===== config.mk =====
export PLATFORM = sky130hd
export DESIGN_NAME = code_prefetch_queue
export DESIGN_NICKNAME = d
export VERILOG_FILES = /design/src/rtl/pfq_pkg.sv /design/src/rtl/pfq_addr_gen.sv /design/src/rtl/pfq_fifo.sv /design/src/rtl/pfq_fetch_ctrl.sv /design/src/rtl/code_prefetch_queue.sv
export SDC_FILE = /design/constraint.sdc
export NUM_CORES = 1
export LEC_CHECK = 0
export ABC_CLOCK_PERIOD_IN_PS = 3400
export CAP_MARGIN = 20
export CORE_MARGIN = 2
export CORE_UTILIZATION = 55
export DETAILED_ROUTE_END_ITERATION = 8
export GPL_TIMING_DRIVEN = 0
export PLACE_DENSITY_LB_ADDON = 0.25
export RECOVER_POWER = 25
export SLEW_MARGIN = 0
export SYNTH_ARGS = -nofsm -noshare
export SYNTH_HDL_FRONTEND = slang
export SYNTH_SLANG_ARGS = --single-unit
export TNS_END_PERCENT = 1

===== constraint.sdc =====
create_clock -name clk_i -period 3.4 [get_ports clk_i]
set_clock_uncertainty 0.05 [all_clocks]
set_input_delay 0.68 -clock clk_i [delete_from_list [all_inputs] [get_ports clk_i]]
set_output_delay 0.68 -clock clk_i [all_outputs]
set_load 0.01 [all_outputs]

===== src/rtl/pfq_pkg.sv =====
package pfq_pkg;
  typedef enum logic [0:0] {
    FETCH_IDLE = 1'b0,
    FETCH_BUSY = 1'b1
  } fetch_state_e;

  typedef struct packed {
    logic [7:0] first;
    logic [7:0] second;
    logic       two;
  } push_bytes_t;
endpackage


===== src/rtl/pfq_addr_gen.sv =====
module pfq_addr_gen #(
  parameter int unsigned SEG_W     = 16,
  parameter int unsigned OFF_W     = 16,
  parameter int unsigned PA_W      = 20,
  parameter int unsigned SEG_SHIFT = 4,
  parameter logic [SEG_W-1:0] RST_SEG = '0,
  parameter logic [OFF_W-1:0] RST_OFF = '0
) (
  input  logic             clk_i,
  input  logic             rst_ni,
  input  logic             load_i,
  input  logic [SEG_W-1:0] seg_i,
  input  logic [OFF_W-1:0] off_i,
  input  logic             adv_i,
  input  logic             adv_two_i,
  output logic [PA_W-1:0]  phys_o,
  output logic             odd_o
);
  logic [SEG_W-1:0] seg_q;
  logic [OFF_W-1:0] off_q;
  logic [OFF_W-1:0] step;

  assign step = adv_two_i ? OFF_W'(2) : OFF_W'(1);

  always_ff @(posedge clk_i or negedge rst_ni) begin
    if (!rst_ni) begin
      seg_q <= RST_SEG;
      off_q <= RST_OFF;
    end else if (load_i) begin
      seg_q <= seg_i;
      off_q <= off_i;
    end else if (adv_i) begin
      off_q <= off_q + step;  // wraps within the segment
    end
  end

  assign phys_o = (PA_W'(seg_q) << SEG_SHIFT) + PA_W'(off_q);
  assign odd_o  = off_q[0];

  // advancing never leaves the offset range silently: the low bit tracks the step
  a_r9_odd_step: assert property (@(posedge clk_i) disable iff (!rst_ni)
    (adv_i && !load_i && !adv_two_i) |=> (off_q[0] != $past(off_q[0])));
endmodule


===== src/rtl/pfq_fifo.sv =====
module pfq_fifo #(
  parameter int unsigned DEPTH = 6,
  parameter int unsigned DW    = 8,
  localparam int unsigned PTR_W = (DEPTH > 1) ? $clog2(DEPTH) : 1,
  localparam int unsigned CNT_W = $clog2(DEPTH + 1)
) (
  input  logic             clk_i,
  input  logic             rst_ni,
  input  logic             clr_i,
  input  logic             push_i,
  input  logic             push_two_i,
  input  logic [DW-1:0]    din0_i,
  input  logic [DW-1:0]    din1_i,
  input  logic             pop_i,
  output logic [DW-1:0]    head_o,
  output logic             nonempty_o,
  output logic [CNT_W-1:0] free_o
);
  logic [DW-1:0]    mem_q [DEPTH];
  logic [PTR_W-1:0] rd_q, wr_q, wr1, wr2, rd1;
  logic [CNT_W-1:0] cnt_q;
  logic [CNT_W-1:0] n_in, n_out;
  logic             do_pop;

  function automatic logic [PTR_W-1:0] ptr_inc(input logic [PTR_W-1:0] p);
    return (p == PTR_W'(DEPTH - 1)) ? '0 : p + PTR_W'(1);
  endfunction

  assign wr1    = ptr_inc(wr_q);
  assign wr2    = ptr_inc(wr1);
  assign rd1    = ptr_inc(rd_q);
  assign do_pop = pop_i && (cnt_q != '0);
  assign n_in   = push_i ? (push_two_i ? CNT_W'(2) : CNT_W'(1)) : '0;
  assign n_out  = do_pop ? CNT_W'(1) : '0;

  for (genvar g = 0; g < DEPTH; g++) begin : g_slot
    always_ff @(posedge clk_i) begin
      if (push_i && !clr_i) begin
        if (wr_q == PTR_W'(g))                   mem_q[g] <= din0_i;
        else if (push_two_i && wr1 == PTR_W'(g)) mem_q[g] <= din1_i;
      end
    end
  end

  always_ff @(posedge clk_i or negedge rst_ni) begin
    if (!rst_ni) begin
      rd_q  <= '0;
      wr_q  <= '0;
      cnt_q <= '0;
    end else if (clr_i) begin
      rd_q  <= '0;
      wr_q  <= '0;
      cnt_q <= '0;
    end else begin
      if (push_i) wr_q <= push_two_i ? wr2 : wr1;
      if (do_pop) rd_q <= rd1;
      cnt_q <= cnt_q + n_in - n_out;
    end
  end

  assign head_o     = mem_q[rd_q];
  assign nonempty_o = (cnt_q != '0);
  assign free_o     = CNT_W'(DEPTH) - cnt_q;

  a_r5_no_overflow: assert property (@(posedge clk_i) disable iff (!rst_ni)
    push_i |-> (int'(cnt_q) + int'(n_in) <= int'(DEPTH)));
  a_r6_no_underflow: assert property (@(posedge clk_i) disable iff (!rst_ni)
    (pop_i && !clr_i) |-> nonempty_o);
  a_r8_clear_empties: assert property (@(posedge clk_i) disable iff (!rst_ni)
    clr_i |=> (cnt_q == '0));
endmodule


===== src/rtl/pfq_fetch_ctrl.sv =====
module pfq_fetch_ctrl
  import pfq_pkg::*;
#(
  parameter int unsigned PA_W  = 20,
  parameter int unsigned CNT_W = 3
) (
  input  logic             clk_i,
  input  logic             rst_ni,
  input  logic             flush_i,
  input  logic [CNT_W-1:0] free_i,
  input  logic             odd_i,
  input  logic [PA_W-1:0]  phys_i,
  input  logic             mem_ack_i,
  output logic             mem_req_o,
  output logic [PA_W-1:0]  mem_addr_o,
  output logic             mem_word_o,
  output logic             accept_o
);
  fetch_state_e     state_q;
  logic             discard_q;
  logic [PA_W-1:0]  addr_q;
  logic             word_q;
  logic [CNT_W-1:0] need;
  logic             issue;
  logic             busy;

  assign busy  = (state_q == FETCH_BUSY);
  assign need  = odd_i ? CNT_W'(1) : CNT_W'(2);
  assign issue = !busy && !flush_i && (free_i >= need);

  always_ff @(posedge clk_i or negedge rst_ni) begin
    if (!rst_ni) begin
      state_q   <= FETCH_IDLE;
      discard_q <= 1'b0;
      addr_q    <= '0;
      word_q    <= 1'b0;
    end else if (issue) begin
      state_q   <= FETCH_BUSY;
      discard_q <= 1'b0;
      addr_q    <= phys_i;
      word_q    <= !odd_i;
    end else if (busy) begin
      if (mem_ack_i) begin
        state_q   <= FETCH_IDLE;
        discard_q <= 1'b0;
      end else if (flush_i) begin
        discard_q <= 1'b1;  // stale fetch: finish the handshake, drop the data
      end
    end
  end

  assign mem_req_o  = busy;
  assign mem_addr_o = addr_q;
  assign mem_word_o = word_q;
  assign accept_o   = busy && mem_ack_i && !discard_q && !flush_i;

  a_r7_req_held: assert property (@(posedge clk_i) disable iff (!rst_ni)
    (mem_req_o && !mem_ack_i) |=> (mem_req_o && $stable(mem_addr_o) && $stable(mem_word_o)));
  a_r4_odd_is_byte: assert property (@(posedge clk_i) disable iff (!rst_ni)
    (mem_req_o && mem_addr_o[0]) |-> !mem_word_o);
  a_r8_no_issue_on_flush: assert property (@(posedge clk_i) disable iff (!rst_ni)
    (flush_i && !mem_req_o) |=> !mem_req_o);
  a_r5_room_at_issue: assert property (@(posedge clk_i) disable iff (!rst_ni)
    (!mem_req_o && !flush_i && free_i >= CNT_W'(2)) |=> mem_req_o);
endmodule


===== src/rtl/code_prefetch_queue.sv =====
module code_prefetch_queue
  import pfq_pkg::*;
#(
  parameter int unsigned DEPTH     = 6,
  parameter int unsigned SEG_W     = 16,
  parameter int unsigned OFF_W     = 16,
  parameter int unsigned PA_W      = 20,
  parameter int unsigned SEG_SHIFT = 4,
  parameter int unsigned BUS_W     = 16
) (
  input  logic             clk_i,
  input  logic             rst_ni,
  input  logic             flush_i,
  input  logic [SEG_W-1:0] flush_seg_i,
  input  logic [OFF_W-1:0] flush_off_i,
  output logic             mem_req_o,
  output logic [PA_W-1:0]  mem_addr_o,
  output logic             mem_word_o,
  input  logic             mem_ack_i,
  input  logic [BUS_W-1:0] mem_rdata_i,
  output logic             byte_valid_o,
  output logic [7:0]       byte_data_o,
  input  logic             byte_ready_i
);
  localparam int unsigned CNT_W = $clog2(DEPTH + 1);
  localparam int unsigned LANE  = BUS_W / 2;

  logic [PA_W-1:0]  phys;
  logic             odd;
  logic             accept;
  logic [CNT_W-1:0] free;
  logic             nonempty;
  push_bytes_t      pb;

  // even byte on the low lane, odd byte on the high lane
  always_comb begin
    pb.two    = mem_word_o;
    pb.first  = mem_word_o ? mem_rdata_i[LANE-1:0] : mem_rdata_i[BUS_W-1:LANE];
    pb.second = mem_rdata_i[BUS_W-1:LANE];
  end

  pfq_addr_gen #(
    .SEG_W(SEG_W), .OFF_W(OFF_W), .PA_W(PA_W), .SEG_SHIFT(SEG_SHIFT)
  ) u_addr (
    .clk_i    (clk_i),
    .rst_ni   (rst_ni),
    .load_i   (flush_i),
    .seg_i    (flush_seg_i),
    .off_i    (flush_off_i),
    .adv_i    (accept),
    .adv_two_i(mem_word_o),
    .phys_o   (phys),
    .odd_o    (odd)
  );

  pfq_fetch_ctrl #(.PA_W(PA_W), .CNT_W(CNT_W)) u_ctrl (
    .clk_i     (clk_i),
    .rst_ni    (rst_ni),
    .flush_i   (flush_i),
    .free_i    (free),
    .odd_i     (odd),
    .phys_i    (phys),
    .mem_ack_i (mem_ack_i),
    .mem_req_o (mem_req_o),
    .mem_addr_o(mem_addr_o),
    .mem_word_o(mem_word_o),
    .accept_o  (accept)
  );

  pfq_fifo #(.DEPTH(DEPTH), .DW(8)) u_fifo (
    .clk_i     (clk_i),
    .rst_ni    (rst_ni),
    .clr_i     (flush_i),
    .push_i    (accept),
    .push_two_i(pb.two),
    .din0_i    (pb.first),
    .din1_i    (pb.second),
    .pop_i     (byte_valid_o && byte_ready_i),
    .head_o    (byte_data_o),
    .nonempty_o(nonempty),
    .free_o    (free)
  );

  assign byte_valid_o = nonempty;

  a_r8_flush_no_valid: assert property (@(posedge clk_i) disable iff (!rst_ni)
    flush_i |=> !byte_valid_o);
  a_r6_hold_when_stalled: assert property (@(posedge clk_i) disable iff (!rst_ni)
    (byte_valid_o && !byte_ready_i && !flush_i) |=> (byte_valid_o && $stable(byte_data_o)));
endmodule


==> metrics.csv <==
metric;value;unit
drive_above_1_share;0.156;
synth_top_family_by_area;multiplexers;
routed_wl;14.0;mm
setup_viol;0;
synth_flop_cell;dfrtp_1;
num-fill-cells;864;
total_power;4750;uW
cts_buffers;9;
violations;max-capacitance violations, max-slew violations;
die_x;109;um
coreArea;0.0108;mm2
cts_root_buf;clkbuf_8;
end_kind;output port;
cap_violations;1;
maxSlewHeadroom;-0.0569;
start_kind;register;
worstSetupPathType;register to output port;
critical-path-max-stage-delay;0.55;ns
antenna_found_initial;0;
synthCells;540;
ir_drop;483;uV
outcome;finished, violations left;
path_cells;buf_1 > clkbuf_1 > nor2_1 > a21oi_1 > clkdlybuf4s50_1;
drt_first_iter_violations;202;
report.final.slew_viol_count;65;
synth_area;0.00610;mm2
hold_viol_final;0;
cts.htree.levels;3;
route.met3.wl;837;um
yosysWarnings;0;
grt_max_degree;65;
rows;38;
dr.pass1.iters;5;
cts_tree;yes;
met2_length;6.79;mm
leakagePower;0.00282;uW
ys_async_sr_fraction;0.571;
hpwl;10.1;mm
synth_xor_area_frac;0.0431;
ys_seq_elements;112;
avgSynthCellArea;11.3;um2
crit_slowest_cell;clkdlybuf4s50_1;
grt-ovfl-total;0;
powerDensity;651;mW/mm2
synth_seq_area_share;0.499;
drc;0;
period_share;0.923;
area_growth;19.5;%
grt_pass1_wl;22.7;mm
clk_pin_slew_worst_paths;0.09;ns
dieArea;0.0119;mm2
highest_layer;met4;
cts.sinks;112;
min_path_type;register to register;
required;2.67;ns
finalNetCount;714;
dieHeight;109;um
synth_fa_ha_area_frac;0.0550;
cts_hold_buf;0;
gp_congestion;0.899;
diodes;0;
finish.utilization;0.672;
cts_buffer_depth;2;
synthSimpleGateAreaFrac;0.112;
fmax;319;MHz
clk_latency;0.38;ns
io_pins;84;
tns;0;ns
vias;4471;
arrival;2.41;ns
rsz0062_at_grt;false;
grtUsageTotal;0.251;
wl_met1;6.08;mm
grt_pass1_vias;4612;
synth-edff-count;48;
worst_pin_slew;1.59;ns
final.min_clock_period;3.14;ns
wl_per_cell;18.0;um
synth_compound_area_frac;0.102;
viasPerCell;5.73;
ant_nets;0;
port_buffers;83;
synthMuxAreaShare;0.162;
synth_cell_types;52;
syn_nets;618;
start_util;0.563;
cp_max_fo;10;
## final cells by class
cell class / count / area, um2 / area share
clock buffer: 11 / 131 / 0.0180
multi-input combinational: 386 / 2900 / 0.397
timing repair buffer: 85 / 836 / 0.115
sequential: 112 / 3040 / 0.417
inverter: 17 / 63.8 / 0.00875
tap: 140 / 175 / 0.0240
buffer: 25 / 98.8 / 0.0136
clock inverter: 4 / 46.3 / 0.00635
## registers in the layout (all words and copies together), names as in the netlist
name	count
u_ctrl.mem_word_o	1
u_fifo.rd_q	3
u_ctrl.mem_req_o	1
u_ctrl.discard_q	1
u_fifo.cnt_q	3
u_fifo.mem_q	48
u_addr.off_q	16
u_ctrl.mem_addr_o	20
u_fifo.wr_q	3
u_addr.seg_q	16
## metrics by stage
stage	instances	cell area (um2)	hold WS [ns]	setup slack, ns
finish	780	7290	0.435	0.261
global route	780	7290	0.464	0.0985
CTS	780	7290	0.364	0.0162
detailed placement	765	7110	0.419	0.242
global placement	763	7110	0.412	-0.478
floorplan	540	6100	0.334	0.660
## worst max-delay path: cells and delay by family, from the launching register on
kind,cells,cell delay (ns)
buffers and inverters,3,1.46
flip-flops,1,0.33
AO/OA/AOI/OAI,1,0.13
AND/OR/NAND/NOR,1,0.11
## placed cells by master (no fill, tap or decap), drive strengths merged, types with 9 or more instances in the layout
master         instances
nor2                  37
ha                    22
dfrtp                 64
inv                   16
edfxtp                48
mux2i                  9
xor2                  14
buf                    9
mux2                  64
a21oi                 33
clkdlybuf4s50         82
o21ai                 41
nand2                 68
xnor2                 16
clkbuf                30
## synth_stat cells (6+ instances only)
cell type  instances  share of area
nand2_1           68          0.042
dfrtp_1           64           0.26
mux2_2            64           0.12
edfxtp_1          48           0.24
o21ai_0           40          0.033
nor2_1            37          0.023
a21oi_1           32          0.026
ha_1              22          0.045
clkbuf_1          17          0.010
inv_1             16         0.0098
xnor2_1           16          0.023
xor2_1            14          0.020
mux2i_1            9          0.015
mux4_2             8          0.030
nand2b_1           8         0.0082
nand3_1            8         0.0066
nand4_1            6         0.0062
## final timing paths
check | slack, ns | endpoint | cells past startpoint | start
max reg2reg | 0.42 | u_fifo.mem_q[2][1] | 7 | u_fifo.wr_q[2]
min | 0.44 | u_ctrl.mem_addr_o[11] | 2 | u_ctrl.mem_addr_o[11]
min reg2reg | 0.44 | u_ctrl.mem_addr_o[11] | 2 | u_ctrl.mem_addr_o[11]
max | 0.26 | byte_data_o[6] | 5 | u_fifo.rd_q[2]
max in group asynchronous | 1.71 | u_ctrl.mem_addr_o[15] | 1 | rst_ni
min in group asynchronous | 0.64 | u_addr.seg_q[0] | 1 | rst_ni
## per-layer routing
metal / global-route usage / vias up
met3: 0.0539 / 25
met4: 0.0841 / 0
met1: 0.332 / 2167
met5: 0 / -
met2: 0.413 / 158
li1: - / 2121
## cell families (layout without fill, tap and decap cells)
kind of cell | count (synthesis) | in the layout
XOR/XNOR | 30 | 30
AO/OA/AOI/OAI | 99 | 99
flip-flops | 112 | 112
multiplexers | 81 | 81
adder cells (fa/ha/maj) | 25 | 25
buffers and inverters | 42 | 142
AND/OR/NAND/NOR | 151 | 151
## what timing repair did
action | CTS | global route
resized for setup | 0 | 2
setup buffers | 0 | 0
endpoints found under the setup margin | 0 | 8
## report_power, final
group / total [uW] / internal (uW) / switching (uW)
clock network: 776 / 334 / 442
registers: 1860 / 1690 / 173
logic: 2110 / 1060 / 1050
total: 4750 / 3080 / 1660
No activity file was read; power rests on OpenSTA's default activity.
